File: src/rtl/burst_pkg.sv
package burst_pkg;
  typedef enum logic {
    ORDER_LINEAR     = 1'b0,
    ORDER_INTERLEAVE = 1'b1
  } burst_order_e;
endpackage

File: src/rtl/burst_start_reg.sv
module burst_start_reg #(
  parameter int ADDR_W = 18
) (
  input  logic              clk,
  input  logic              rst,
  input  logic              capture,
  input  logic [ADDR_W-1:0] d,
  output logic [ADDR_W-1:0] q
);
  always_ff @(posedge clk) begin
    if (rst)          q <= '0;
    else if (capture) q <= d;
  end

  assert_start_hold_R8: assert property (@(posedge clk) disable iff (rst)
    !capture |=> $stable(q));
endmodule

File: src/rtl/burst_step_ctr.sv
module burst_step_ctr #(
  parameter int BURST_W = 2
) (
  input  logic               clk,
  input  logic               rst,
  input  logic               restart,
  input  logic               step,
  output logic [BURST_W-1:0] count
);
  always_ff @(posedge clk) begin
    if (rst)          count <= '0;
    else if (restart) count <= '0;
    else if (step)    count <= count + BURST_W'(1);
  end

  assert_ctr_restart_R2: assert property (@(posedge clk) disable iff (rst)
    restart |=> count == '0);
  assert_ctr_step_R3: assert property (@(posedge clk) disable iff (rst)
    (step && !restart) |=> count == $past(count) + BURST_W'(1));
endmodule

File: src/rtl/burst_order_map.sv
module burst_order_map
  import burst_pkg::*;
#(
  parameter int BURST_W = 2
) (
  input  logic [BURST_W-1:0] start_low,
  input  logic [BURST_W-1:0] step_idx,
  input  logic               order_sel,
  output logic [BURST_W-1:0] beat_low
);
  always_comb begin
    if (burst_order_e'(order_sel) == ORDER_INTERLEAVE)
      beat_low = start_low ^ step_idx;
    else
      beat_low = start_low + step_idx;
  end
endmodule

File: src/rtl/burst_addr_gen.sv
module burst_addr_gen #(
  parameter int ADDR_W  = 18,
  parameter int BURST_W = 2
) (
  input  logic              clk,
  input  logic              rst,
  input  logic              clk_en,
  input  logic              adv_nload,
  input  logic              order_sel,
  input  logic [ADDR_W-1:0] ext_addr,
  output logic [ADDR_W-1:0] addr_q,
  output logic              load_q
);
  localparam int UP_W = ADDR_W - BURST_W;

  logic               do_load, do_step;
  logic [ADDR_W-1:0]  start_addr, next_start;
  logic [BURST_W-1:0] count, next_count, next_low;

  assign do_load = clk_en && !adv_nload;
  assign do_step = clk_en &&  adv_nload;

  burst_start_reg #(.ADDR_W(ADDR_W)) u_start (
    .clk(clk), .rst(rst), .capture(do_load), .d(ext_addr), .q(start_addr)
  );

  burst_step_ctr #(.BURST_W(BURST_W)) u_ctr (
    .clk(clk), .rst(rst), .restart(do_load), .step(do_step), .count(count)
  );

  assign next_start = do_load ? ext_addr : start_addr;
  assign next_count = do_load ? '0 : count + BURST_W'(1);

  burst_order_map #(.BURST_W(BURST_W)) u_map (
    .start_low(next_start[BURST_W-1:0]), .step_idx(next_count),
    .order_sel(order_sel), .beat_low(next_low)
  );

  always_ff @(posedge clk) begin
    if (rst) begin
      addr_q <= '0;
      load_q <= 1'b0;
    end else if (clk_en) begin
      addr_q <= {next_start[ADDR_W-1:BURST_W], next_low};
      load_q <= !adv_nload;
    end
  end

  assert_freeze_R8: assert property (@(posedge clk) disable iff (rst)
    !clk_en |=> $stable(addr_q) && $stable(load_q));
  assert_load_capture_R2: assert property (@(posedge clk) disable iff (rst)
    do_load |=> (addr_q == $past(ext_addr)) && load_q);
  assert_upper_fixed_R7: assert property (@(posedge clk) disable iff (rst)
    do_step |=> addr_q[ADDR_W-1:BURST_W] == $past(addr_q[ADDR_W-1:BURST_W]) && !load_q);
  assert_linear_step_R4: assert property (@(posedge clk) disable iff (rst)
    (do_step && !order_sel) |=>
      addr_q[BURST_W-1:0] == $past(addr_q[BURST_W-1:0]) + BURST_W'(1));
  assert_up_width_ok: assert property (@(posedge clk) UP_W > 0);
endmodule

File: config.mk
export PLATFORM = sky130hd
export DESIGN_NAME = burst_addr_gen
export DESIGN_NICKNAME = d
export VERILOG_FILES = /design/src/rtl/burst_pkg.sv /design/src/rtl/burst_start_reg.sv /design/src/rtl/burst_step_ctr.sv /design/src/rtl/burst_order_map.sv /design/src/rtl/burst_addr_gen.sv
export SDC_FILE = /design/constraint.sdc
export NUM_CORES = 1
export LEC_CHECK = 0
export ABC_AREA = 1
export BUFFER_PORTS_ARGS = -buffer_cell sky130_fd_sc_hd__buf_2
export CAP_MARGIN = 10
export CORE_ASPECT_RATIO = 0.6
export CORE_MARGIN = 10
export CORE_UTILIZATION = 53
export DETAILED_ROUTE_END_ITERATION = 12
export PLACE_DENSITY = 0.86
export SLEW_MARGIN = 5
export SYNTH_ARGS = -nofsm -noshare
export SYNTH_HDL_FRONTEND = slang
export SYNTH_SLANG_ARGS = --single-unit
File: constraint.sdc
create_clock -name clk -period 5 [get_ports clk]
set_input_delay 1.5 -clock clk [delete_from_list [all_inputs] [get_ports clk]]
set_output_delay 1.5 -clock clk [all_outputs]
set_load 0.02 [all_outputs]
## Yosys cells after proc, flatten, opt, wreduce, memory -nomap -nowiden

Index checks and enable logic that the tools add are counted.

| cells by class | value |
|---|---|
| add/subtract/negate cells | 2 |
| $mul | 0 |
| divide/modulo/power cells | 0 |
| magnitude comparators | 0 |
| equality and inequality tests | 0 |
| shift-type cells | 0 |
| muxes and demuxes | 3 |
| bitwise logic cells | 1 |
| reduce and logical (&&, ||, !) cells | 4 |

Operator list:

| operator | count |
|---|---|
| $mux W18 | 1 |
| $mux W2 | 2 |
| $add A2 B1 Y2 const B | 1 |
| $add A2 B2 Y2 | 1 |
| $logic_and A1 B1 Y1 | 2 |
| $reduce_or A2 Y1 | 1 |
| $xor A2 B2 Y2 | 1 |
| $logic_not A1 Y1 | 1 |

| word-level totals | value |
|---|---|
| register bits | 39 |
| bits in latches | 0 |
| memory bits (writable) | 0 |
| bits in read-only memories | 0 |
| input bits | 23 |
| output and inout port bits | 19 |
| logic and storage cells | 14 |
| memories | 0 |

## Logic depth before layout (Yosys ltp)

| logic depth | value |
|---|---|
| word-level depth | 5 |
| mapped depth | 15 |
| gate-level depth less buffers | 15 |

## Cells and area by module

Synthesis repeated with hierarchy kept, for this count alone.

| unflattened totals | value |
|---|---|
| cells, all modules | 288 |
| area total of the unflattened synthesis | 1908.1 sq um |

By module, submodules not included:

| module | instances | cells each | area an instance (sq um) | seq. area each (sq um) |
|---|---|---|---|---|
| burst_addr_gen | 1 | 148 | 1002.2 | 380.4 |
| burst_start_reg | 1 | 114 | 759.5 | 360.3 |
| burst_step_ctr | 1 | 11 | 78.8 | 40.0 |
| burst_order_map | 1 | 15 | 67.6 | 0.0 |

## Worst setup path before layout

OpenSTA, ideal clock, no wires.

| timing | value |
|---|---|
| kind | input port to flip-flop |
| start point | in clk_en |
| end point | reg addr_q[1] |
| setup time | 0.109 ns |
| data arrival time | 2.749 ns |
| data required time | 4.891 ns |
| slack | 2.143 ns |
| cell stages on the path | 15 |
| path buffers | 1 |
| path through | buf_6 > nand2_4 > inv_6 > or2_2 > o21ai_0 > inv_1 > ha_1 > nand2_1 > inv_1 > nand3_2 > nand2_1 > nand2_1 > nand3_1 > nand2_1 > inv_1 |

| on the way | value |
|---|---|
| word-level cells in the longest chain between the ends | 4 |
| elaborated cells on any way between the ends | 6 |
| those cells by class | add/sub (1); mux (3); bitwise (1); reduce/logical (1) |

Ends and longest elaborated chain:

| what | RTL line | text |
|---|---|---|
| from (decl) | burst_addr_gen.sv:7 | `input logic clk_en,` |
| $logic_and A1 B1 Y1 | burst_addr_gen.sv:20 | `assign do_load = clk_en && !adv_nload;` |
| $mux W18 | - |  |
| net next_start[0] | burst_addr_gen.sv:17 | `logic [ADDR_W-1:0] start_addr, next_start;` |
| $add A2 B2 Y2 | burst_order_map.sv:15 | `beat_low = start_low + step_idx;` |
| $mux W2 | burst_order_map.sv:12 | `if (burst_order_e'(order_sel) == ORDER_INTERLEAVE)` |
| to (signal assigned) | burst_addr_gen.sv:44 | `addr_q <= {next_start[ADDR_W-1:BURST_W], next_low};` |
| to (decl) | burst_addr_gen.sv:11 | `output logic [ADDR_W-1:0] addr_q,` |

The timed path passes the listed nets, and every way through them passes these cells.
A chain may end at the register's enable or synchronous reset.

## Final worst setup path

Ends and elaborated chain as after synthesis.

==> results_dict.tcl <==
set metrics [dict create \
    status "complete, no violations" \
    synth.area.top_cells "dfxtp_1 48%, nand2_1 14%, inv_1 7.9%, o211ai_1 7.5%, nor2_1 3.7%" \
    drv_slew 0 \
    clock-sinks 39 \
    yosysTopAreaCell "dfxtp_1" \
    min_path_type "reg -> reg" \
    ys_warn_count 0 \
    ys_types 23 \
    syn-num-nets 238 \
    crit_start "clk_en" \
    nets 275 \
    cts-resized-gates 0 \
    worst_slew_pin_slew_ns 0.776 \
    syn-mean-instance-area_um2 7.52 \
    p_total_mw 0.632 \
    hold_start "addr_q[15]" \
    initial_utilization_pct 55.7 \
    place.port_buffers 41 \
    gp_congestion 0.815 \
    drive_gt1_share_pct 24.2 \
    endpoint "addr_q[1]" \
    tritoncts "done" \
    critPathCaptureType "register" \
    num_rows 15 \
    dieArea_um2 5720 \
    yosys_register_bits 39 \
    io_pins 42 \
    synthSimpleGateAreaFrac_pct 24.1 \
    stdcell_count 294 \
    cts_made_buffers 5 \
    grt_pass1_wl_mm 5.68 \
    syn_inst 214 \
    num_antenna_cells 0 \
    r2r_start "u_start.q[0]" \
    grt_max_degree 44 \
    dr.pass1.iters 4 \
    areaGrowthSynthToFinish_pct 16.7 \
    rsz0062_at_grt "no" \
    cp_max_fo 43 \
    dp_hpwl_mm 2.53 \
    clock_path_buffers 2 \
    die_x_um 91.2 \
    holdBufCountCts 0 \
    worstSkewPairLatency_ns 0.29 \
    p_per_area_nw_per_um2 336 \
    tns_ns 0 \
    fin_crit_ns 3.36 \
    setup_viol 0 \
    synthMuxAreaShare_pct 0 \
    gr-total-overflow 0 \
    avgViaCountPerCell 4.68 \
    worstPathRequired_ns 5.20 \
    antenna_found_initial 0 \
    yosys.area_share.xor_xnor_pct 0.544 \
    slew_headroom_pct 48.3 \
    htreeDepth 2 \
    core_area_um2 2890 \
    critPathArrivalTime_ns 3.56 \
    grt_pass1_vias 1302 \
    timing.fmax_ghz 0.297 \
    design_area_um2 1880 \
    fin_crit_sh_pct 67.3 \
    dp_cells 286 \
    post-route-drc-count 0 \
    routed_wl_mm 3.51 \
    worstSetupPathType "in -> reg" \
    ys_seq_area_share_pct 48.5 \
    synth_adder_area_share_pct 0.777 \
    p_leak_nw 1.05 \
    grt_use_total_pct 12.2 \
    reg2reg_slack_ns 3.46 \
    worstRegToRegCells 12 \
    startpoint_type "input pin" \
    postPlaceCellArea_um2 1800 \
    clkTransAtPathRegs_ns 0.08 \
    synth_top_area_share_pct 48.5 \
    drtIter0Drc 81 \
    cts_root_buf "clkbuf_8" \
    critical_path.reg2reg.endpoint "addr_q[1]" \
    synth_top_family_by_area "simple AND/OR/NAND/NOR gates" \
    finalHoldViolCount 0 \
    num_vias 1376 \
    fin_skew_ns 0.00564 \
    post-route-util_pct 65.0 \
    syn_area_um2 1610 \
    synth_compound_area_share_pct 12.0 \
    wire_per_inst_um 11.9 \
    ir_drop_mv 0.178 \
    fp.dieH_um 62.7 \
    drv_cap 0 \
    ant_nets 0 \
    cts_setup_buffers 0 \
]
cells in the mapped netlist:
cell type,instances
nand2_1,59
dfxtp_1,39
inv_1,34
nor2_1,16
o211ai_1,16
nand3_1,11
a21oi_1,9
buf_2,4
inv_2,4
buf_6,3
clkbuf_1,3
nand2_2,3
o21ai_0,3
buf_4,1
clkinv_1,1
ha_1,1
inv_6,1
nand2_4,1
nand3_2,1
nor3_1,1
o211ai_2,1
or2_2,1
xnor2_1,1
power by group:
part | switching [mW] | internal [mW] | leakage, nW | total [mW]
clock network | 0.108 | 0.0953 | 0.0477 | 0.203
logic | 0.0593 | 0.0330 | 0.679 | 0.0923
registers | 0.00806 | 0.329 | 0.321 | 0.337
total | 0.175 | 0.457 | 1.05 | 0.632
through the flow:
step | hold WS (ns) | setup slack, ns
after floorplan | 0.451 | 2.14
after global placement | 0.459 | 1.42
after detailed placement | 0.463 | 1.34
after CTS | 0.484 | 1.65
after global routing | 0.500 | 1.44
final | 0.482 | 1.64
layout make-up:
cell class              count  area, um2
clock buffers               5       68.8
flip-flops and latches     39        781
multi-input cells         124        602
fillers                   262       1010
repair buffers             41        205
inverters                  40        155
clock inverters             3       15.0
well taps                  42       52.6
cell usage in the layout (no fill, tap or decap), drive strengths merged:
cell type / instances
a21oi: 9
buf: 41
clkbuf: 5
clkinv: 4
dfxtp: 39
ha: 1
inv: 39
nand2: 63
nand3: 12
nor2: 16
nor3: 1
o211ai: 17
o21ai: 3
or2: 1
xnor2: 1
worst min path at each step:
stage,cells after the start,end,slack (ns)
global route,2,addr_q[14],0.50
global placement,2,addr_q[8],0.46
finish,2,addr_q[15],0.48
detailed placement,2,addr_q[7],0.46
floorplan,2,u_start.q[12],0.45
CTS,2,addr_q[7],0.48
sequential cells by signal (all words and copies together), names as in the netlist:
name	count
addr_q	18
load_q	1
u_ctr.count	2
u_start.q	18
layer usage:
| layer | track usage (%) | up-vias | routed length [um] | share of wire, % |
|---|---|---|---|---|
| met1 | 14.6 | 601 | 1720 | 49 |
| met5 | 0 | - | 0 | 0 |
| met3 | 6.47 | 8 | 316 | 9.0 |
| met2 | 17.2 | 36 | 1400 | 40 |
| met4 | 6.42 | 0 | 69 | 2.0 |
| li1 | - | 731 | - | - |
cells by family (layout without fill, tap and decap cells):
group | after synthesis | count (layout)
AOI/OAI and AO/OA | 29 | 29
DFF | 39 | 39
xor gates and xnor gates | 1 | 1
buffers and inverters | 51 | 89
and+or+nand+nor | 93 | 93
adders and majority gates | 1 | 1
critical path, stage by stage:
cell and delay [ns]:
buf_2 0.60, nand2_4 0.29, inv_6 0.22, or2_2 0.13, o21ai_0 0.10, inv_1 0.08
ha_1 0.14, nand2_1 0.06, inv_1 0.06, nand3_2 0.08, nand3_1 0.09, nand3_1 0.08
nand2_1 0.09, inv_1 0.04
Power figures use the tool's default switching activity.
